$ cat config.mk
export PLATFORM = sky130hd
export DESIGN_NAME = cmpbuf_top
export DESIGN_NICKNAME = d
export VERILOG_FILES = /design/src/rtl/cmpbuf_pkg.sv /design/src/rtl/cmpbuf_mode_dec.sv /design/src/rtl/cmpbuf_xfer_gate.sv /design/src/rtl/cmpbuf_store.sv /design/src/rtl/cmpbuf_top.sv
export SDC_FILE = /design/constraint.sdc
export NUM_CORES = 1
export LEC_CHECK = 0
export BUFFER_PORTS_ARGS = -buffer_cell sky130_fd_sc_hd__buf_2
export CELL_PAD_IN_SITES_DETAIL_PLACEMENT = 0
export CELL_PAD_IN_SITES_GLOBAL_PLACEMENT = 1
export CORE_MARGIN = 10
export CORE_UTILIZATION = 35
export CTS_BUF_LIST = sky130_fd_sc_hd__clkbuf_4
export DETAILED_ROUTE_END_ITERATION = 8
export HOLD_SLACK_MARGIN = 0.15
export PLACE_DENSITY = 0.73
export SYNTH_ARGS = -nofsm -noshare
export SYNTH_HDL_FRONTEND = slang
export SYNTH_HIERARCHICAL = 1
export SYNTH_SLANG_ARGS = --single-unit
$ cat constraint.sdc
create_clock -name clk -period 1.6 [get_ports clk]
set_input_delay 0.16 -clock clk [delete_from_list [all_inputs] [get_ports clk]]
set_output_delay 0.16 -clock clk [all_outputs]
set_load 0.1 [all_outputs]
$ cat src/rtl/cmpbuf_pkg.sv
package cmpbuf_pkg;

    typedef enum logic [2:0] {
        XM_DIRECT      = 3'd0,
        XM_ZERO        = 3'd1,
        XM_PEAK        = 3'd2,
        XM_EITHER      = 3'd3,
        XM_ZERO_QUAL   = 3'd4,
        XM_PEAK_QUAL   = 3'd5,
        XM_EITHER_QUAL = 3'd6,
        XM_RSVD        = 3'd7
    } xfer_mode_e;

    typedef struct packed {
        logic buffered;
        logic zero_arm;
        logic peak_arm;
        logic zero_qual;
        logic peak_qual;
    } mode_ctl_t;

endpackage

$ cat src/rtl/cmpbuf_mode_dec.sv
module cmpbuf_mode_dec
    import cmpbuf_pkg::*;
(
    input  logic [2:0] mode_code,
    output mode_ctl_t  ctl
);
    xfer_mode_e mode;

    always_comb begin
        mode = xfer_mode_e'(mode_code);
        ctl  = '0;
        unique case (mode)
            XM_ZERO: begin
                ctl.buffered = 1'b1;
                ctl.zero_arm = 1'b1;
            end
            XM_PEAK: begin
                ctl.buffered = 1'b1;
                ctl.peak_arm = 1'b1;
            end
            XM_EITHER: begin
                ctl.buffered = 1'b1;
                ctl.zero_arm = 1'b1;
                ctl.peak_arm = 1'b1;
            end
            XM_ZERO_QUAL: begin
                ctl.buffered  = 1'b1;
                ctl.zero_arm  = 1'b1;
                ctl.zero_qual = 1'b1;
            end
            XM_PEAK_QUAL: begin
                ctl.buffered  = 1'b1;
                ctl.peak_arm  = 1'b1;
                ctl.peak_qual = 1'b1;
            end
            XM_EITHER_QUAL: begin
                ctl.buffered  = 1'b1;
                ctl.zero_arm  = 1'b1;
                ctl.peak_arm  = 1'b1;
                ctl.zero_qual = 1'b1;
                ctl.peak_qual = 1'b1;
            end
            default: ctl = '0;
        endcase
    end
endmodule

$ cat src/rtl/cmpbuf_xfer_gate.sv
module cmpbuf_xfer_gate
    import cmpbuf_pkg::*;
#(
    parameter int MASK_W = 8
) (
    input  mode_ctl_t         ctl,
    input  logic              cnt_zero,
    input  logic              cnt_peak,
    input  logic [MASK_W-1:0] zero_mask_cnt,
    input  logic [MASK_W-1:0] peak_mask_cnt,
    output logic              xfer
);
    logic zero_mask_clear;
    logic peak_mask_clear;
    logic zero_hit;
    logic peak_hit;

    always_comb begin
        zero_mask_clear = (zero_mask_cnt == '0);
        peak_mask_clear = (peak_mask_cnt == '0);
        zero_hit = cnt_zero && ctl.zero_arm && (!ctl.zero_qual || zero_mask_clear);
        peak_hit = cnt_peak && ctl.peak_arm && (!ctl.peak_qual || peak_mask_clear);
        xfer     = ctl.buffered && (zero_hit || peak_hit);
    end
endmodule

$ cat src/rtl/cmpbuf_store.sv
module cmpbuf_store #(
    parameter int DATA_W = 16
) (
    input  logic              clk,
    input  logic              rst_n,
    input  logic              buffered,
    input  logic              xfer,
    input  logic              wr_en,
    input  logic [DATA_W-1:0] wr_data,
    output logic [DATA_W-1:0] stage_val,
    output logic [DATA_W-1:0] act_val,
    output logic              pulse
);
    typedef struct packed {
        logic [DATA_W-1:0] stage;
        logic [DATA_W-1:0] act;
        logic              pulse;
    } store_t;

    store_t st_d, st_q;

    always_comb begin
        st_d       = st_q;
        st_d.pulse = 1'b0;
        if (wr_en) begin
            st_d.stage = wr_data;
        end
        if (!buffered) begin
            if (wr_en) begin
                st_d.act = wr_data;
            end
        end else if (xfer) begin
            st_d.act   = st_q.stage;
            st_d.pulse = 1'b1;
        end
    end

    always_ff @(posedge clk or negedge rst_n) begin
        if (!rst_n) begin
            st_q <= '0;
        end else begin
            st_q <= st_d;
        end
    end

    assign stage_val = st_q.stage;
    assign act_val   = st_q.act;
    assign pulse     = st_q.pulse;
endmodule

$ cat src/rtl/cmpbuf_top.sv
module cmpbuf_top
    import cmpbuf_pkg::*;
#(
    parameter int DATA_W = 16,
    parameter int MASK_W = 8
) (
    input  logic              clk,
    input  logic              rst_n,
    input  logic              wr_en,
    input  logic [DATA_W-1:0] wr_data,
    input  logic [2:0]        xfer_mode,
    input  logic              cnt_zero,
    input  logic              cnt_peak,
    input  logic [MASK_W-1:0] zero_mask_cnt,
    input  logic [MASK_W-1:0] peak_mask_cnt,
    output logic [DATA_W-1:0] active_val,
    output logic [DATA_W-1:0] rd_data,
    output logic              xfer_pulse
);
    mode_ctl_t         ctl;
    logic              xfer;
    logic [DATA_W-1:0] stage_val;

    cmpbuf_mode_dec u_dec (
        .mode_code (xfer_mode),
        .ctl       (ctl)
    );

    cmpbuf_xfer_gate #(.MASK_W(MASK_W)) u_gate (
        .ctl           (ctl),
        .cnt_zero      (cnt_zero),
        .cnt_peak      (cnt_peak),
        .zero_mask_cnt (zero_mask_cnt),
        .peak_mask_cnt (peak_mask_cnt),
        .xfer          (xfer)
    );

    cmpbuf_store #(.DATA_W(DATA_W)) u_store (
        .clk       (clk),
        .rst_n     (rst_n),
        .buffered  (ctl.buffered),
        .xfer      (xfer),
        .wr_en     (wr_en),
        .wr_data   (wr_data),
        .stage_val (stage_val),
        .act_val   (active_val),
        .pulse     (xfer_pulse)
    );

    assign rd_data = ctl.buffered ? stage_val : active_val;
endmodule

* Word-level counts from Yosys, hierarchy flattened
Index checks and enable logic that the tools add are counted.
Word-level totals: bits in registers 33, input bits 40, word-level logic and storage cells 39
Cells by class: equality and inequality tests 7, muxes and demuxes 10, reductions and logical operators 19
Operators by type and width (number):
- $mux 16 | 3
- $mux 17 | 1
- $logic_not 8->1 | 2
- $eq 3x3->1 const B | 3
- $reduce_or 4->1 | 2
- $eq 3x2->1 const B | 2
- $mux 1 | 6
- $reduce_or 6->1 | 1
- $logic_and 1x1->1 | 5
- $reduce_or 2->1 | 2
- $eq 3x1->1 const B | 1
- $logic_or 1x1->1 | 3
- $logic_not 1->1 | 2
- $ne 2x2->1 const B | 1
- $reduce_and 2->1 | 1
- $reduce_bool 2->1 | 1

* Logic depth before layout (Yosys ltp)
Gate-level depths: netlist (run 1).
depth in word-level cells 10, depth in mapped cells 9

* Modules after synthesis
The synthesis (run 1) kept the hierarchy.
By module, submodules not included:
- cmpbuf_store | times used 1, cells an instance 106, area an instance 1645.3 um2
- cmpbuf_top | times used 1, cells an instance 18, area an instance 249.0 um2
- cmpbuf_xfer_gate | times used 1, cells an instance 9, area an instance 68.8 um2
- cmpbuf_mode_dec | times used 1, cells an instance 10, area an instance 63.8 um2

* Worst setup path before layout (run 1)
No wires, ideal clock.
kind register to output, from register u_store.st_q, in the netlist u_store/act_val[0], to output rd_data[0], arrival 1.583 ns, path slack -0.143 ns, cell stages (with the launch flop) 2, buffers on the path 0, cells stage by stage dfrtp_1 mux2_2
Between the ends: word-level cells in the longest chain between the ends 1
Ends and longest elaborated chain:
- start: declaration | line cmpbuf_store.sv:20 | store_t st_d, st_q;
- start signal: assignment | line cmpbuf_store.sv:42 | st_q <= st_d;
- $mux 16 | line cmpbuf_top.sv:50 | assign rd_data = ctl.buffered ? stage_val : active_val;
- end: declaration | line cmpbuf_top.sv:17 | output logic [DATA_W-1:0] rd_data,
No other way between the ends.

==> results.txt, run 1 <==
The number of global-route vias before repair is 1,639. The run finished with clean final reports. The placeable core region came out at 5570 µm². For this run, the register share of the synthesized area comes to 40.7%. The area fraction of the dominant cell type after synthesis came out at 40.7%. The maximum resistive drop on vdd came out at 0.933 mV. The most used flip-flop cell after synthesis is sky130_fd_sc_hd__dfrtp_1. The worst setup path is launched from an input port.

The post-synthesis cell count is 143. The transition time of the tightest slew-check pin is 0.757 ns. The data required time of the worst path came out at 1.44 ns. The number of distinct library cells after synthesis is 24. The post-synthesis to final-layout area growth came out at 43.3%. The number of standard-cell rows in the floorplan came out at 27.

The power per unit of standard cell area is 1540 nW/µm². The highest achievable clock rate is 0.646 GHz. The chip height came out at 96.1 µm.

The average size of a mapped cell came out at 14.2 µm². In this run the most critical hold path is launched from wr_en. Clock-pin slew was measured on the worst setup and hold paths at 0.11 ns. Clock tree synthesis inserted a total of 5 buffers.

The clock tree root driver cell is sky130_fd_sc_hd__clkbuf_4. The worst setup path is captured at a primary output. Counting instances in the post-synthesis netlist gives the leading cell types as sky130_fd_sc_hd__mux2i_1, sky130_fd_sc_hd__dfrtp_1, sky130_fd_sc_hd__mux2_4. The maximum level of the CTS H-tree came out at 2.

The post-route worst setup slack is 0.0521 ns. The number of nets at the end of the flow is 293. Tracing the worst setup path back leads to its startpoint at xfer_mode[1]. The kind of path behind the tightest hold check is in -> reg. TritonCTS built the clock tree. The number of synthesized flops with an enable pin came out at 0.

The hold violation total from the final report came out at 0. The final count of pins violating max slew is 0. The final routed DRC violation total came out at 0. The sink count of the clock tree is 33.

The area of the mapped netlist came out at 2030 µm². Yosys printed 6 warnings. The biggest fanout along the worst timing path came out at 4.

The final clock period utilization by the worst path came out at 96.7%. The length of the first detailed-routing pass in iterations is 2. The minimum clock period is 1.55 ns. The standard cell area after detailed placement is 2520 µm².

Among all cell types in the netlist, the one instantiated most often is sky130_fd_sc_hd__mux2i_1. In the final layout, the share of cells above drive strength 1 is 58.1%. The worst hold margin came out at 0.370 ns. The post-placement worst setup slack came out at -0.0738 ns. The routed design has 4970 µm of wire. The repair_antennas step left the layout with diodes totalling 0. The count of port buffers added during placement came out at 72.

The largest net degree at the start of global routing is 34. The max-capacitance violation count came out at 0. The number of antenna-violating nets in the routed design is 0. Synthesis produced a netlist with a net count of 184. Setup violations remaining at the end of the flow were counted as 0.

The HPWL reported at the end of detailed placement came out at 3490 µm. At the end of routability-driven placement, the weighted congestion stood at 0.659. The register bit count reported by yosys is 33. The via count came out at 1,479. The routed via count divided by cell count came out at 4.55. The first global-routing pass estimated 7970 µm of wire. The biggest area consumer among synthesized cells is sky130_fd_sc_hd__dfrtp_1. The async set-reset flop share out of synthesis came out at 100%. The die covers 9240 µm². The clock latency of the later-clocked register in the worst-skew pair is 0.33 ns. The I/O pin count is 73.

Data on the critical path arrives at its endpoint at 1.39 ns. The worst-case headroom to the max-slew limit is 49.5%. Global routing consumed, over all layers together, 10.9% of the routing resources. The classification of the worst setup path is in -> out. The number of antenna violations at the first check in global routing came to 0. The startpoint identified for the worst register-to-register timing path is u_store/stage_val[12]. The aggregate global routing overflow is 0. After detailed routing, the average wire length per cell comes to 15.3 µm.

The final standard cell area without fillers is 2900 µm². Once the floorplan was initialized, standard cells occupied 36.4% of the core. Summed over all cells, the static leakage comes to 0.00151 µW. Yosys attributes the largest share of cell area to sky130_fd_sc_hd__dfrtp_1, sky130_fd_sc_hd__mux2i_1, sky130_fd_sc_hd__mux2_4. The clock passes through at most 2 buffers. Measured along the x axis, the die boundary spans 96.1 µm. Between clock sinks in the finished design, the worst skew comes to 0.00815 ns. The first routing iteration left 23 violations.
==> cell type report <==
cell class | instances | area (µm²)
clock buffer | 6 | 45.0
clock inverter | 2 | 33.8
multi-input combinational | 98 | 1090
tap | 72 | 90.1
sequential | 33 | 833
fill | 510 | 2670
inverter | 2 | 7.51
timing repair buffer | 112 | 802
==> through the flow <==
step / setup TNS, ns / total power (µW) / util, % / instances
6_report: 0 / 4460 / 52.1 / 325
5_1_grt: -0.000130 / 4660 / 52.1 / 325
4_1_cts: 0 / 4470 / 50.6 / 318
3_5_place_dp: -1.66 / 3740 / 45.2 / 292
3_3_place_gp: -0.915 / 3730 / 45.2 / 292
2_1_floorplan: 0 / 3320 / - / 143
==> repair_timing <==
item                       4_1_cts  5_1_grt
hold buffers                    17        0
pin swaps                        1        2
setup endpoints to repair       16       16
hold endpoints to repair        61        0
setup buffers                    1        7
resized for setup               16        8
==> flip-flops by register name, indices dropped and copies added (netlist names) <==
| name | count |
|---|---|
| u_store/pulse | 1 |
| u_store/act_val | 16 |
| u_store/stage_val | 16 |
==> kinds of logic after synthesis <==
logic type	after synthesis	share of synthesized area, %
adders and majority gates	1	0.617
DFF	33	40.7
buffers and inverters	12	6.79
and+or+nand+nor	12	4.01
AOI/OAI and AO/OA	3	1.05
xor gates and xnor gates	2	0.864
muxes	80	45.9
==> final timing paths <==
kind                                          to  slack (ns)  depth (start not counted)
max in group asynchronous    u_store/act_val[15]        0.64                          2
setup / recovery                      rd_data[7]        0.05                          7
min in group asynchronous  u_store/stage_val[10]        0.42                          2
setup reg to reg           u_store/stage_val[12]        0.80                          1
hold reg to reg             u_store/stage_val[2]        0.55                          1
hold / removal              u_store/stage_val[9]        0.37                          3
==> critical path, stage by stage <==
cell and delay [ns]:
sky130_fd_sc_hd__buf_2 0.13, sky130_fd_sc_hd__and3_4 0.19, sky130_fd_sc_hd__nor2_4 0.18, sky130_fd_sc_hd__buf_6 0.14, sky130_fd_sc_hd__buf_4 0.11, sky130_fd_sc_hd__mux2_4 0.30, sky130_fd_sc_hd__buf_12 0.17
==> power by group <==
group	total, µW	switching [µW]	internal, µW
Combinational	2630	1980	656
Sequential	1200	173	1020
Clock	632	289	342
==> cells in the final DEF, fill, tap and decap left out, types with 2 or more instances in the layout <==
| cell | Yosys | layout |
|---|---|---|
| sky130_fd_sc_hd__inv_1 | 2 | 2 |
| sky130_fd_sc_hd__nor4_1 | 2 | 2 |
| sky130_fd_sc_hd__clkbuf_4 | 0 | 8 |
| sky130_fd_sc_hd__buf_12 | 2 | 3 |
| sky130_fd_sc_hd__dfrtp_2 | 0 | 6 |
| sky130_fd_sc_hd__mux2_2 | 8 | 8 |
| sky130_fd_sc_hd__buf_4 | 2 | 30 |
| sky130_fd_sc_hd__mux2_4 | 24 | 24 |
| sky130_fd_sc_hd__mux2i_1 | 48 | 48 |
| sky130_fd_sc_hd__nor4_2 | 2 | 2 |
| sky130_fd_sc_hd__nand3_1 | 2 | 2 |
| sky130_fd_sc_hd__buf_6 | 4 | 5 |
| sky130_fd_sc_hd__dfrtp_1 | 33 | 27 |
| sky130_fd_sc_hd__buf_2 | 0 | 55 |
| sky130_fd_sc_hd__dlygate4sd3_1 | 0 | 17 |
==> routing by layer <==
metal / track usage [%] / vias to the layer above / wire length [µm]
met5: 0 / - / 0
met4: 3.32 / 0 / 58
met3: 3.42 / 5 / 263
met2: 20.2 / 23 / 2750
met1: 11.5 / 712 / 1900
li1: - / 739 / -
(Power assumes the default switching activity.)
==> inputs of run 2 (changes only) <==
Settings changed: PLACE_DENSITY 0.73 to 0.76, SYNTH_HIERARCHICAL 1 to not set.
==> run 2 against run 1 <==
Against the previous run:
- fmax fell by 3.1%
- die area fell by 13%
- sequential cell count is the same
- final cell count down 10%
- cell area fell by 3.5%
- global-route usage increased by 1.5 points
- register-to-register slack hardly changed
- setup slack got worse by 0.049 ns
- routed wire length fell by 2.1%
- clock skew rose by 0.0052 ns
- via count decreased by 5.3%
- combinational power decreased by 25%
- largest cell class is now non-clock buffers
- highest routed layer unchanged
==> results.txt, run 2 <==
The total of warnings raised by yosys is 0. The async set-reset flop share out of synthesis is 100%. The area of the multi-input gates came out at 882 µm².

sky130_fd_sc_hd__dfrtp_1 is the most common cell in the netlist. The share of post-route cells with drive strength above 1 came out at 68.8%. The die covers 8050 µm². The clock tree root driver cell is sky130_fd_sc_hd__clkbuf_4. The H-tree was split into 2 levels. In this run the tightest slew margin relative to its limit is 51.9%. The length of the first detailed-routing pass in iterations is 4. The iteration-0 DRC count of the detailed router came out at 50. The count of non-filler cells in the finished layout is 291. The sequential cell area fraction in the yosys report came out at 48.6%.

The number of global-route vias before repair is 1,692. The fraction of the mapped netlist area in compound gates is 12.1%. The die is 89.7 µm tall. The largest net degree at the start of global routing came out at 34. The starting density of the core came out at 36.0%. After Yosys synthesis, full adders, half adders and majority gates account for 0% of the synthesized area. Across all hold checks on the routed design, the worst slack comes to 0.387 ns. The worst hold path belongs to the class in -> reg. The average instance in the mapped netlist occupies 13.9 µm². The area fraction of the dominant cell type after synthesis came out at 48.6%. The number of antenna-violating nets in the routed design came out at 0. Dividing the detail-routed via count by the number of cells gives 4.81.

The area of the mapped netlist came out at 1700 µm². The most common cell after layout, fill and taps aside is sky130_fd_sc_hd__buf_2. The startpoint class of the critical path is an input port. The arrival time of data at the critical path endpoint came out at 1.44 ns. Sorting the synthesized cells by how often they occur yields sky130_fd_sc_hd__dfrtp_1, sky130_fd_sc_hd__mux2_1, sky130_fd_sc_hd__mux2_2, sky130_fd_sc_hd__nand2b_1, sky130_fd_sc_hd__o221a_1.

The standard cell area after detailed placement is 2500 µm². The number of nets produced by synthesis is 162. The number of antenna violations at the first check in global routing is 0.

Setup violations remaining at the end of the flow were counted as 0. Among the stages of the critical path, the cell type that occurs most often is sky130_fd_sc_hd__buf_12. The final-layout fill cell count came out at 379.

The final count of pins violating max slew came out at 0. The slowest cell on the critical path is sky130_fd_sc_hd__or3_4. The clock latency of the later-clocked register in the worst-skew pair came out at 0.34 ns. The area taken by flip-flops and latches is 846 µm². The total power draw is 3520 µW. The global-route wire length before repair is 8460 µm. The classification of the worst setup path is in -> out.

The share of synthesized cell area in and, or, nand and nor gates is 13.9%. IR analysis of the VDD net gives a maximum drop of 0.794 mV. The number of cells on the worst hold path is 3. The run finished with clean final reports. After detailed placement, the design holds a cell count of 264.

Of the available clock period, the critical path in the final layout requires 99.8%. The routed wire length came out at 4870 µm. The dominant combinational cell family by area after synthesis is multiplexers. The worst register-to-register path begins at u_store.stage_val[0].

The startpoint identified for the worst hold timing path is wr_en. For this run, the slowest stage of the critical path takes 0.41 ns. The hold violation total from the final report is 0. The final routed DRC violation total came out at 0. The CTS tree is built.

The number of nets at the end of the flow came out at 263. The parity-gate share of the synthesized area counting xor and xnor cells is 0.515%. The power per unit of standard cell area came out at 1260 nW/µm². The count of buffering cells on the critical path with inverters included is 3. The met3 capacity usage during global routing came out at 5.15%. The clock buffer count from CTS is 5. The floorplan step defined a core boundary enclosing 4720 µm². In this run the most used layer during global routing was met2.

Dividing the detail-routed wire length by the instance count gives 16.7 µm. For hold timing, the worst endpoint is u_store.stage_val[2]. The via count came out at 1,401. The reported leakage power came out at 0.00121 µW.

Counting flops and latches in the post-synthesis netlist gives 33. The met1 routing resource usage after global routing is 15.9%. Along the worst path, the maximum fanout reaches 6. The number of synthesized flops with an enable pin is 0.

The buffer depth of the longest clock path came out at 2. The clock slew at the register clock pins of the worst setup and hold paths came out at 0.11 ns. The family with the most delay on the worst path is simple AND/OR/NAND/NOR gates. The overall die width came out at 89.7 µm. The max-capacitance violation count came out at 0.

The minimum clock period came out at 1.60 ns. The number of distinct library cells after synthesis came out at 25. The post-route worst setup slack is 0.00328 ns. Setup slack on the worst reg-to-reg path comes out at 0.79 ns. The post-placement worst setup slack is -0.128 ns. The HPWL reported at the end of detailed placement came out at 3610 µm. The signal on the critical path passes through buf_8 > or3_4 > nand2_8 > buf_12 > mux2_2 > buf_12.

Of all cell types, the one taking the most synthesized area is sky130_fd_sc_hd__dfrtp_1. The worst register-to-register path ends at u_store.act_val[0]. The routability congestion estimate from global placement is 0.766.

The met2 demand-to-capacity share in global routing is 18.9%. The portion of netlist area occupied by mux cells came out at 21.2%. The number of standard-cell rows in the floorplan came out at 25. The final worst clock skew is 0.0133 ns.

The depth of the worst register-to-register path is 1. The final standard cell area without fillers is 2800 µm². For the worst setup path, the data required time is 1.44 ns. In the synthesized netlist the dominant register cell turns out to be sky130_fd_sc_hd__dfrtp_1. Global routing finished with a remaining overflow of 0.

The post-synthesis to final-layout area growth came out at 64.8%. In the layout the commonest cells are sky130_fd_sc_hd__buf_2, sky130_fd_sc_hd__mux2_2, sky130_fd_sc_hd__buf_12. The count of port buffers added during placement came out at 72.

The total routing resource utilization after global routing is 12.4%. The worst setup path is captured at a primary output. Setup repair after global routing could not meet its margin everywhere. The sink count of the clock tree is 33. The I/O pin count came out at 73. By area the synthesized netlist is led by sky130_fd_sc_hd__dfrtp_1, sky130_fd_sc_hd__mux2_1, sky130_fd_sc_hd__mux2_2. The highest achievable clock rate came out at 0.626 GHz. The post-synthesis cell count is 122.

The number of antenna diodes came out at 0. The transition time of the tightest slew-check pin came out at 0.721 ns.
==> run 2: worst min-delay path, stage by stage <==
cell and delay [ns]:
sky130_fd_sc_hd__buf_2 0.10, sky130_fd_sc_hd__buf_4 0.25, sky130_fd_sc_hd__mux2_2 0.19
==> run 2: worst max-delay path by stage <==
stage / from / to / slack (ns) / depth (start not counted)
after floorplan: xfer_mode[0] / u_store.act_val[10] / 0.02 / 6
after global placement: xfer_mode[0] / rd_data[9] / -0.11 / 6
after detailed placement: xfer_mode[0] / rd_data[9] / -0.13 / 6
after CTS: xfer_mode[0] / rd_data[9] / 0.0005 / 6
after global routing: xfer_mode[2] / rd_data[2] / -0.02 / 6
final: xfer_mode[2] / rd_data[2] / 0.003 / 6
==> run 2: per-stage QoR <==
stage / TNS [ns] / utilization, %
global placement: -3.21 / 52.8
global route: -0.0670 / 59.3
CTS: 0 / 58.0
floorplan: 0 / -
finish: 0 / 59.3
detailed placement: -3.79 / 52.8
==> run 2: cells by family after synthesis <==
group / after synthesis
DFF: 33
muxes: 32
buffers and inverters: 8
and+or+nand+nor: 30
xor gates and xnor gates: 1
AOI/OAI and AO/OA: 18
==> run 2: final cells by class <==
class	count	area share [%]
clock buffer	5	1.34
clock inverter	3	0.625
inverter	1	0.134
multi-input combinational	81	31.5
sequential	33	30.2
tap	67	2.99
timing repair buffer	101	33.3
==> run 2: power by group <==
group | total (µW) | internal (µW) | switching [µW]
clock | 466 | 166 | 301
sequential | 1070 | 971 | 99.4
combinational | 1980 | 613 | 1370
total | 3520 | 1750 | 1770
==> run 2: layer usage <==
metal	share of wire (%)	wire length [µm]
met1	48	2320
met2	44	2120
met3	8.1	395
met4	0.68	33
met5	0	0
==> run 2: what timing repair did <==
item,in CTS,in global routing
gates cloned,0,1
buffers inserted,1,0
resized for setup,3,9
endpoints found under the hold margin,49,0
hold buffers,17,0
pin swaps,1,2
endpoints found under the setup margin,16,15
==> inputs of run 3 (changes only) <==
Settings changed: ABC_AREA set to 1, PLACE_DENSITY 0.76 to 0.83.
==> run 3 against run 2 <==
Against the previous run:
- global-route usage is 0.073 points higher
- largest cell class is now multi-input combinational cells
- clock skew is 0.0083 ns lower
- total power is 6.3% higher
- cell area is 3.7% higher
- clock power is 35% higher
- synthesized area is 9.4% higher
- critical endpoint is now rd_data[11]
- critical path depth is 2 higher
- highest routed layer unchanged
- setup slack better by 0.16 ns
==> results.txt, run 3 <==
The flow ran to the end, and the final reports show no timing, DRC or antenna violations. The hold violation total from the final report came out at 0. The worst setup path is captured at a primary output. The number of standard-cell rows in the floorplan is 26. The worst setup path is launched from an input port.

The minimum clock period is 1.44 ns. The critical path starts at xfer_mode[0]. The final count of pins violating max slew is 0. For this run, the top clock speed supported by timing is 0.696 GHz.

The total power draw is 3740 µW. Sequential cells were found to cover 44.4% of the synthesized design area. The final clock period utilization by the worst path came out at 89.8%. The count of final setup violators is 0.

The data required time of the worst path is 1.44 ns. The post-synthesis cell count came out at 257. The clock latency of the later-clocked register in the worst-skew pair is 0.33 ns. Synthesis instantiated 21 different standard cells from the library. The post-synthesis to final-layout area growth came out at 56.3%. The first detailed-routing pass ran for 4 iterations. Leaving out filler cells and counting taps, the final layout contains 417. The register bit count reported by yosys came out at 33. The number of cells on the critical path is 8. The final routed DRC violation total is 0.

Walking the worst path, the cells encountered are buf_2 > inv_2 > nand2_1 > and3_2 > buf_12 > nand2_1 > o21ai_4 > buf_12. Counting instances in the post-synthesis netlist gives the leading cell types as sky130_fd_sc_hd__nand2_1, sky130_fd_sc_hd__dfrtp_1, sky130_fd_sc_hd__nand3_1. Headroom to the max-slew limit came out at 66.1%. The most repeated cell in the gate-level netlist after synthesis is sky130_fd_sc_hd__nand2_1. The final worst clock skew came out at 0.00502 ns.

The area fraction of the dominant cell type after synthesis is 44.4%. The number of antenna-violating nets in the routed design came out at 0. Counting both buffers and inverters, the worst setup path holds a total of 4. The buffer depth of the longest clock path came out at 2. The max-capacitance violation count came out at 0. The predominant post-synthesis flop cell is sky130_fd_sc_hd__dfrtp_1.

The routed wire length came out at 5280 µm. The starting density of the core came out at 36.2%. The number of cells on the worst reg-to-reg path is 2. Among cell families on the critical path, the largest total delay comes from buffers and inverters. The maximum resistive drop on vdd is 0.649 mV.

For this block, the initial DRC count from the detailed router was 64. The reported leakage power is 0.00152 µW. From bottom edge to top edge, the die measures 92.9 µm. The fraction of power consumed by combinational cells came out at 55.3%. The sequential group share of total power is 27.9%. The number of buffers inserted by hold repair at cts is 17. The overall die width came out at 92.9 µm. The biggest fanout along the worst timing path came out at 16. The number of cells on the worst hold path is 3. Across all layers, the routed design uses 1,874 vias.

Setup repair after global routing left no endpoint under its margin. Leaving out fill and tap cells, the most frequent cells in the layout are sky130_fd_sc_hd__nand2_1, sky130_fd_sc_hd__buf_2, sky130_fd_sc_hd__dfrtp_1. Each instance of the synthesized netlist takes up on average 7.24 µm². The share of post-route cells with drive strength above 1 came out at 32.0%. Entering global routing, the biggest net connects 22 pins.

The maximum level of the CTS H-tree came out at 2. The number of antenna violations at the first check in global routing came out at 0. The async set-reset flop share out of synthesis came out at 100%. The clock slew at the register clock pins of the worst setup and hold paths is 0.10 ns. The library cell used most frequently in the layout, excluding fill and tap cells, is sky130_fd_sc_hd__nand2_1. Counting tap cells, the placed design contains a total of 392 instances. The transition time of the tightest slew-check pin is 0.512 ns. Counting flops with a built-in enable in the synthesized netlist gives 0. TritonCTS built the clock tree. The power per unit of standard cell area came out at 1290 nW/µm².

The post-detailed-route wirelength per cell is 12.7 µm. The die covers 8630 µm². The routed via count divided by cell count came out at 4.49. The biggest area consumer among synthesized cells is sky130_fd_sc_hd__dfrtp_1. The first global-routing pass estimated 8940 µm of wire.

The I/O pin count is 73. The number of post-CTS setup repair buffers came out at 0. The post-CTS resize count is 0. Sorting the synthesized cells by area gives the leading types as sky130_fd_sc_hd__dfrtp_1, sky130_fd_sc_hd__nand2_1, sky130_fd_sc_hd__nand3_1.

The number of nets produced by synthesis came out at 297. The slowest cell on the critical path is sky130_fd_sc_hd__and3_2. The number of global-route vias before repair is 1,905. The tree is rooted in a sky130_fd_sc_hd__clkbuf_4. At the end of routability-driven placement, the weighted congestion stood at 0.734. The design internal power is 1840 µW. The startpoint of the worst hold path is wr_en. The clock buffer count from CTS came out at 5. The area of the mapped netlist came out at 1860 µm².

The switching share of total power came out at 50.7%. For this design the total switching power over the nets is 1900 µW. The number of antenna diodes came out at 0. The count of port buffers added during placement came out at 72.

The placeable core region is 5140 µm². The launching point of the worst reg2reg path is u_store.stage_val[8]. The total of warnings raised by yosys is 0. The relative contribution of the clock network to total power is 16.9%. Data arrives at the worst endpoint at 1.28 ns.

The sink count of the clock tree came out at 33. Once detailed placement completed, the half-perimeter wirelength came to 4060 µm. The tightest min-delay check is of the in -> reg type. The peak per-stage delay on the critical path is 0.29 ns. The number of nets at the end of the flow is 386. The critical path is of the in -> out type. The aggregate global routing overflow is 0. Global routing consumed, over all layers together, 12.5% of the routing resources.
## run 3: cell count changes in the layout (fill, tap and decap cells not counted), sizes merged, moves of 16 or more
cell / before / now
mux2: 32 / 0
o21ai: 0 / 33
nand3: 1 / 19
nand2: 1 / 124
nand2b: 16 / 0
inv: 1 / 21
o221a: 16 / 0
## run 3: worst paths after layout
check / slack [ns] / endpoint
setup / recovery: 0.16 / rd_data[11]
hold / removal: 0.23 / u_store.stage_val[2]
setup reg to reg: 0.85 / u_store.stage_val[8]
hold reg to reg: 0.55 / u_store.act_val[4]
max in group asynchronous: 0.88 / u_store.stage_val[14]
min in group asynchronous: 0.29 / u_store.act_val[14]
## run 3: stage by stage
| step | hold WS (ns) | TNS [ns] | area [µm²] | worst slack (ns) | util, % |
|---|---|---|---|---|---|
| 2_1_floorplan | -0.136 | -1.20 | 1980 | -0.200 | - |
| 3_3_place_gp | 0.131 | 0 | 2660 | 0.173 | 51.7 |
| 3_5_place_dp | 0.134 | 0 | 2660 | 0.158 | 51.7 |
| 4_1_cts | 0.229 | 0 | 2910 | 0.157 | 56.6 |
| 5_1_grt | 0.250 | 0 | 2910 | 0.0706 | 56.6 |
| 6_report | 0.227 | 0 | 2910 | 0.163 | 56.6 |
## run 3: worst min-delay path, cell delays in order
cell and delay, ns:
sky130_fd_sc_hd__buf_2 0.21, sky130_fd_sc_hd__nand2_1 0.11, sky130_fd_sc_hd__o21ai_1 0.05
## run 3: layout make-up
class                      count  area (µm²)
clock buffer                   6        45.0
clock inverter                 2        33.8
tap                           70        87.6
inverter                      21        83.8
sequential                    33         826
multi-input combinational    189         958
fill                         510        2230
timing repair buffer          96         873
## run 3: cells by family (layout without fill, tap and decap cells)
logic type	Yosys count	in the layout	synth area share [%]
AO/OA/AOI/OAI	34	34	10.5
AND/OR/NAND/NOR	154	154	34.4
XOR/XNOR	1	1	0.471
flip-flops	33	33	44.4
buffers and inverters	35	125	10.2
## run 3: power groups by stage
| stage | Sequential (µW) | Combinational (µW) | Clock [µW] |
|---|---|---|---|
| after floorplan | 1660 | 887 | 0 |
| after global placement | 1060 | 2040 | 0 |
| after detailed placement | 1060 | 2060 | 0 |
| after CTS | 1040 | 2090 | 637 |
| after global routing | 1060 | 2160 | 678 |
| final | 1040 | 2070 | 631 |
## run 3: layer usage
metal	wire length, µm	vias up	global-route usage, %
li1	-	980	-
met3	271	7	3.31
met2	2650	41	21.1
met5	0	-	0
met4	70	0	4.88
met1	2290	846	14.7
